$ cat src/rtl/cbu_pkg.sv
package cbu_pkg;
  localparam int FLAG_CF = 0;
  localparam int FLAG_PF = 1;
  localparam int FLAG_ZF = 2;
  localparam int FLAG_SF = 3;
  localparam int FLAG_OF = 4;
  localparam int FLAG_N  = 5;

  typedef struct packed {
    logic       jumpEn;
    logic       setEn;
    logic       shortDisp;
    logic [3:0] code;
  } ctrlStrobes_t;
endpackage

$ cat src/rtl/cbu_decode.sv
module cbu_decode
  import cbu_pkg::*;
(
  input  logic [7:0]   opByte0,
  input  logic [7:0]   opByte1,
  output ctrlStrobes_t strobes
);
  localparam logic [3:0] SHORT_HI = 4'h7;
  localparam logic [7:0] ESCAPE   = 8'h0F;
  localparam logic [3:0] NEAR_HI  = 4'h8;
  localparam logic [3:0] SET_HI   = 4'h9;

  logic isShort, isEsc, isNear, isSetF;

  always_comb begin
    isShort = (opByte0[7:4] == SHORT_HI);
    isEsc   = (opByte0 == ESCAPE);
    isNear  = isEsc && (opByte1[7:4] == NEAR_HI);
    isSetF  = isEsc && (opByte1[7:4] == SET_HI);
    strobes.jumpEn    = isShort | isNear;
    strobes.setEn     = isSetF;
    strobes.shortDisp = isShort;
    strobes.code      = isShort ? opByte0[3:0] : opByte1[3:0];
  end
endmodule

$ cat src/rtl/cbu_datapath.sv
module cbu_datapath
  import cbu_pkg::*;
#(
  parameter int IP_W = 32
) (
  input  logic               clk,
  input  logic               rstN,
  input  logic               reqValid,
  input  ctrlStrobes_t       strobes,
  input  logic [FLAG_N-1:0]  flags,
  input  logic [IP_W-1:0]    disp,
  input  logic [IP_W-1:0]    nextIp,
  input  logic               wideOp,
  output logic               rspValid,
  output logic               isJump,
  output logic               isSet,
  output logic               condTrue,
  output logic [7:0]         setValue,
  output logic [IP_W-1:0]    target
);
  localparam int HALF_W = IP_W / 2;
  localparam logic [IP_W-1:0] NARROW_MASK = {{(IP_W-HALF_W){1'b0}}, {HALF_W{1'b1}}};

  logic            baseCond, cond, taken, anyForm;
  logic [IP_W-1:0] dispExt, sum, widthMask, nextTarget;

  // Even-code test; odd codes invert it
  always_comb begin
    unique case (strobes.code[3:1])
      3'd0: baseCond = flags[FLAG_OF];
      3'd1: baseCond = flags[FLAG_CF];
      3'd2: baseCond = flags[FLAG_ZF];
      3'd3: baseCond = flags[FLAG_CF] | flags[FLAG_ZF];
      3'd4: baseCond = flags[FLAG_SF];
      3'd5: baseCond = flags[FLAG_PF];
      3'd6: baseCond = flags[FLAG_SF] ^ flags[FLAG_OF];
      default: baseCond = (flags[FLAG_SF] ^ flags[FLAG_OF]) | flags[FLAG_ZF];
    endcase
    cond = baseCond ^ strobes.code[0];
  end

  always_comb begin
    if (strobes.shortDisp)
      dispExt = {{(IP_W-8){disp[7]}}, disp[7:0]};
    else if (wideOp)
      dispExt = disp;
    else
      dispExt = {{(IP_W-HALF_W){disp[HALF_W-1]}}, disp[HALF_W-1:0]};
    widthMask  = wideOp ? '1 : NARROW_MASK;
    sum        = nextIp + dispExt;
    anyForm    = strobes.jumpEn | strobes.setEn;
    taken      = strobes.jumpEn & cond;
    nextTarget = (taken ? sum : nextIp) & widthMask;
  end

  always_ff @(posedge clk) begin
    if (!rstN) begin
      rspValid <= 1'b0;
      isJump   <= 1'b0;
      isSet    <= 1'b0;
      condTrue <= 1'b0;
      setValue <= '0;
      target   <= '0;
    end else begin
      rspValid <= reqValid;
      isJump   <= reqValid & strobes.jumpEn;
      isSet    <= reqValid & strobes.setEn;
      condTrue <= reqValid & anyForm & cond;
      setValue <= {7'd0, reqValid & strobes.setEn & cond};
      target   <= reqValid ? nextTarget : '0;
    end
  end

  // set-byte writes only 0 or 1, matching the condition
  a_r9_set_value: assert property (@(posedge clk) disable iff (!rstN)
    isSet |-> (setValue == {7'd0, condTrue}));
  // idle cycle gives quiet outputs
  a_r2_idle_quiet: assert property (@(posedge clk) disable iff (!rstN)
    !rspValid |-> (!isJump && !isSet && !condTrue && target == '0));
  // one-cycle latency
  a_r2_latency: assert property (@(posedge clk) disable iff (!rstN)
    reqValid |=> rspValid);
  // narrow mode clears the upper half of the target
  a_r11_narrow_wrap: assert property (@(posedge clk) disable iff (!rstN)
    (reqValid && !wideOp) |=> (target[IP_W-1:HALF_W] == '0));
  // a jump that is not taken falls through to the next pointer
  a_r10_fallthrough: assert property (@(posedge clk) disable iff (!rstN)
    (reqValid && wideOp) |=> ((isJump && !condTrue) -> (target == $past(nextIp))));
  // jump and set-byte are never reported together
  a_r12_exclusive: assert property (@(posedge clk) disable iff (!rstN)
    !(isJump && isSet));
endmodule

$ cat src/rtl/cond_branch_unit.sv
module cond_branch_unit
  import cbu_pkg::*;
#(
  parameter int IP_W = 32
) (
  input  logic            clk,
  input  logic            rstN,
  input  logic            reqValid,
  input  logic [7:0]      opByte0,
  input  logic [7:0]      opByte1,
  input  logic [4:0]      flags,
  input  logic [IP_W-1:0] disp,
  input  logic [IP_W-1:0] nextIp,
  input  logic            wideOp,
  output logic            rspValid,
  output logic            isJump,
  output logic            isSet,
  output logic            condTrue,
  output logic [7:0]      setValue,
  output logic [IP_W-1:0] target
);
  ctrlStrobes_t strobes;

  cbu_decode u_decode (
    .opByte0 (opByte0),
    .opByte1 (opByte1),
    .strobes (strobes)
  );

  cbu_datapath #(.IP_W(IP_W)) u_datapath (
    .clk      (clk),
    .rstN     (rstN),
    .reqValid (reqValid),
    .strobes  (strobes),
    .flags    (flags),
    .disp     (disp),
    .nextIp   (nextIp),
    .wideOp   (wideOp),
    .rspValid (rspValid),
    .isJump   (isJump),
    .isSet    (isSet),
    .condTrue (condTrue),
    .setValue (setValue),
    .target   (target)
  );
endmodule

$ cat config.mk
export PLATFORM = sky130hd
export DESIGN_NAME = cond_branch_unit
export DESIGN_NICKNAME = d
export VERILOG_FILES = /design/src/rtl/cbu_pkg.sv /design/src/rtl/cbu_decode.sv /design/src/rtl/cbu_datapath.sv /design/src/rtl/cond_branch_unit.sv
export SDC_FILE = /design/constraint.sdc
export NUM_CORES = 1
export LEC_CHECK = 0
export ABC_CLOCK_PERIOD_IN_PS = 5090
export BUFFER_PORTS_ARGS = -buffer_cell sky130_fd_sc_hd__buf_2
export CORE_MARGIN = 5
export CORE_UTILIZATION = 51
export CTS_CLUSTER_DIAMETER = 50
export DETAILED_ROUTE_END_ITERATION = 7
export PLACE_DENSITY = 0.82
export SKIP_LAST_GASP = 1
export SYNTH_ARGS = -nofsm -noshare
export SYNTH_HDL_FRONTEND = slang
export SYNTH_SLANG_ARGS = --single-unit
$ cat constraint.sdc
create_clock -name clk -period 5.09 [get_ports clk]
set_input_delay 1.018 -clock clk [delete_from_list [all_inputs] [get_ports clk]]
set_output_delay 1.018 -clock clk [all_outputs]
set_load 0.005 [all_outputs]
==> results.md <==
Status:
- The run finished with clean final reports.

Logic synthesis:
- The synthesized design devotes to its leading area cell type around 21% of total area.
- The post-synthesis cell count is 495.
- After synthesis the netlist holds a flip-flop and latch count of 37.
- The warning count from the yosys run is 0.
- The adder and majority gate portion of the synthesized area is 11.8%.
- After synthesis, the largest family of logic cells by area is simple AND/OR/NAND/NOR gates.
- The post-synthesis cell type count is 58.
- The mean post-synth cell area is 7.20 um2.
- Of the total synthesized cell area, the portion taken by XOR and XNOR cells is 7.12%.
- The cell type contributing the most total cell area after synthesis is sky130_fd_sc_hd__dfxtp_1.
- Counting flops with an async set or reset pin after synthesis yields a share of 0%.
- The number of flops mapped to enable cells by yosys is 0.
- After synthesis the cells add up to 0.00357 mm2.
- The predominant post-synthesis flop cell is sky130_fd_sc_hd__dfxtp_1.
- In the post-synthesis netlist, the biggest area contributors are sky130_fd_sc_hd__dfxtp_1, sky130_fd_sc_hd__ha_1, sky130_fd_sc_hd__nand2_1.
- Sorting the synthesized cells by how often they occur yields sky130_fd_sc_hd__nand2_1, sky130_fd_sc_hd__a21oi_1, sky130_fd_sc_hd__dfxtp_1.
- The multiplexer area fraction after synthesis is around 4.1%.
- The synthesized netlist devotes 23.8% of its cell area to compound gates.
- The post-synthesis sequential area ratio is roughly 21%.
- After Yosys synthesis, and, or, nand and nor cells account for between 20% and 30% of the synthesized area.
- In the post-synthesis netlist, the cell with the most instances is sky130_fd_sc_hd__nand2_1.

Global route:
- The number of global-route vias before repair is 3703.
- The total overflow left after global routing is 0.
- The initial antenna violation count is 0.
- The first global-routing pass estimated around 17000 um of wire.
- Entering global routing, the biggest net connects 31 pins.
- In the global route stage, overall resource usage came out at between 20% and 30%.

Setup path:
- The critical path is of the in2reg type.
- The worst setup path is captured at a flop.
- STA puts the critical path data required time at 5.31 ns.
- Along the worst path, the maximum fanout reaches 9.
- Data on the critical path arrives at its endpoint at 4.33 ns.
- The signal on the critical path passes through buf_2 -> and4b_1 -> nand2_1 -> nand2_1 -> ha_1 -> a21oi_1 -> o21ai_0 -> a22oi_1 -> nand2_1 -> a221oi_1 -> a31oi_1 -> xnor2_1 -> or3_1 -> a21oi_1.
- The stage delay of the slowest cell on the critical path is 0.49 ns.
- Among all stages on the critical path, the largest delay is contributed by sky130_fd_sc_hd__and4b_1.
- STA classifies the critical path startpoint as an input pin.
- The most numerous cell on the critical path is sky130_fd_sc_hd__nand2_1.

Clocking:
- The count of cells resized by post-cts repair is 0.
- The clock tree synthesis step divided the H-tree into 2 levels.
- Clock-pin slew was measured on the worst setup and hold paths at 0.08 ns.
- The number of buffers inserted by post-CTS setup repair is 0.
- The clock passes through at most 2 buffers.
- Counting the buffers created by CTS gives 5.
- Clock tree synthesis selected as its root buffer the cell sky130_fd_sc_hd__clkbuf_8.
- The clock sink total is 37.
- TritonCTS built the clock tree.
- Hold repair after CTS inserted 0 buffers.

Floorplan:
- The horizontal die dimension is 93.6 um.
- The core region area is slightly below 0.007 mm2.
- The number of top-level pins is 133.
- Once the floorplan was initialized, standard cells occupied a little over half of the core.
- The floorplan row count is 30.
- The height of the chip is 93.6 um.
- The floorplan die area is 0.00876 mm2.

Final layout:
- Compared with the post-synthesis result, the final layout area differs by 19.4%.
- 0 antenna diodes ended up in the layout.
- Fill cells in the final layout number 645.
- The final-stage net count is 730.
- The share of cells above drive strength 1 is between 20% and 30%.
- The fraction of the core area covered by cells at the end of the flow is 62.7%.

Timing:
- Setup repair after global routing left no endpoint under its margin.
- The final max-slew violation count was 0.
- Dividing the final minimum period by the clock period gives 80.7%.
- For the pin with the worst max-slew slack, the measured transition is 0.825 ns.
- The count of final hold-check violations is 0.
- The worst path needs 4.11 ns of the cycle, external delays included.
- In the final timing run, aggregate negative setup slack is 0 ns.
- The fmax is ~240 MHz.
- Headroom to the max-slew limit came out at between 40 and 50%.
- Setup violations remaining at the end of the flow were counted as 0.

Min path:
- In this run the worst hold path is classified as in2reg.
- The hold path endpoint is u_datapath.target[18]$_SDFF_PN0_.
- The start point of the worst min-delay path is nextIp[18].
- The hold-critical path depth is 3.

Job:
- Max-cap violations in this run came to 0.

Power:
- The maximum vdd ir drop is 0.116 mV.
- The reported leakage power is 2.17 nW.
- For this design the ratio of total power to cell area is 218 mW/mm2.

Drt:
- The detail route stage leaves a number of antenna-violating nets equal to 0.
- The initial detailed-routing violation count is approximately 160.
- The final layout contains routed wiring with a total length of 10400 um.
- The vias after detailed routing is 3895.
- The first TritonRoute pass finished after 5 iterations.
- Dividing the detail-routed via count by the number of cells gives 5.52.
- The mean routed wirelength per cell is 14.7 um.
- After detailed routing, the number of remaining DRC violations is 0.

Placement:
- The global placer's final weighted congestion is 0.949.
- Buffers placed on the I/O ports in this run total 125.
- The detailed placer's ending HPWL is 8100 um.
## critical path: cells and delay by family
family / cells / cell delay (ns)
adder cells (fa/ha/maj): 1 / 0.32
XOR/XNOR: 1 / 0.17
buffers and inverters: 1 / 0.12
AND/OR/NAND/NOR: 5 / 1.28
AO/OA/AOI/OAI: 6 / 1.43
## metal layers
layer	wire (um)	part of all wire, %	GRT usage (%)	vias to the layer above
li1	-	-	-	1963
met1	4500	43	29.4	1802
met2	5220	50	41.3	122
met3	639	6.1	4.10	8
met4	36	0.35	3.73	0
met5	0	0	0	-
## final cells by class
class	count	area [um2]	area share [%]
clock buffer	6	72.6	1.70
clock inverter	2	10.0	0.235
inverter	14	52.6	1.23
multi-input combinational	422	2610	61.4
sequential	37	741	17.4
tap	96	120	2.82
timing repair buffer	128	648	15.2
## cell usage in the layout (no fill, tap or decap), types with 3 or more instances in the layout
cell type,n
sky130_fd_sc_hd__nand2_1,106
sky130_fd_sc_hd__conb_1,7
sky130_fd_sc_hd__nand2b_1,5
sky130_fd_sc_hd__o21bai_1,3
sky130_fd_sc_hd__and3_1,3
sky130_fd_sc_hd__a31o_2,3
sky130_fd_sc_hd__or3_1,5
sky130_fd_sc_hd__mux2i_1,12
sky130_fd_sc_hd__buf_2,125
sky130_fd_sc_hd__nand3_1,14
sky130_fd_sc_hd__nand4_1,9
sky130_fd_sc_hd__buf_4,3
sky130_fd_sc_hd__o21ai_0,17
sky130_fd_sc_hd__a211oi_1,6
sky130_fd_sc_hd__nor3_1,5
sky130_fd_sc_hd__a21o_1,8
sky130_fd_sc_hd__nor2_1,29
sky130_fd_sc_hd__dfxtp_1,37
sky130_fd_sc_hd__a21oi_1,76
sky130_fd_sc_hd__a31oi_1,4
sky130_fd_sc_hd__nor2b_1,3
sky130_fd_sc_hd__clkbuf_8,5
sky130_fd_sc_hd__inv_1,14
sky130_fd_sc_hd__ha_1,32
sky130_fd_sc_hd__nand3b_1,6
sky130_fd_sc_hd__nor4_1,5
sky130_fd_sc_hd__xor2_1,11
sky130_fd_sc_hd__xnor2_1,18
sky130_fd_sc_hd__o21ai_1,4
## cells by family after synthesis
| group | after synthesis |
|---|---|
| AO/OA/AOI/OAI | 141 |
| XOR/XNOR | 29 |
| adder cells (fa/ha/maj) | 33 |
| buffers and inverters | 42 |
| flip-flops | 37 |
| multiplexers | 14 |
| other | 1 |
| AND/OR/NAND/NOR | 198 |
## through the flow
stage / instances / worst slack, ns / hold slack, ns / power [mW] / instance area (um2)
after global routing: 705 / 0.711 / 0.972 / 0.995 / 4260
after global placement: 697 / 0.802 / 1.27 / 0.712 / 4180
final: 705 / 0.982 / 0.971 / 0.929 / 4260
after detailed placement: 697 / 0.722 / 1.28 / 0.719 / 4180
after floorplan: 501 / 1.00 / 1.15 / 0.611 / 3590
after CTS: 705 / 1.01 / 0.969 / 0.929 / 4260
## worst max path at each step
stage | endpoint | start
3_3_place_gp | u_datapath.target[25]$_SDFF_PN0_ | opByte0[4]
6_report | u_datapath.target[31]$_SDFF_PN0_ | opByte0[7]
2_1_floorplan | u_datapath.target[31]$_SDFF_PN0_ | opByte0[4]
4_1_cts | u_datapath.target[31]$_SDFF_PN0_ | opByte0[7]
5_1_grt | u_datapath.target[31]$_SDFF_PN0_ | opByte0[4]
3_5_place_dp | u_datapath.target[31]$_SDFF_PN0_ | opByte0[7]
## where the power goes
group          internal [mW]  leakage (nW)  switching [mW]  total (mW)
Clock                 0.0951        0.0450           0.113       0.208
Sequential             0.302         0.302         0.00295       0.305
Combinational          0.178          1.82           0.238       0.416
## sequential cells by signal, indices dropped and copies added, names as in the netlist
register             cells
u_datapath.target       32
u_datapath.setValue      1
u_datapath.isSet         1
u_datapath.condTrue      1
u_datapath.isJump        1
u_datapath.rspValid      1
Note: power is estimated with default switching activity, not from simulation.
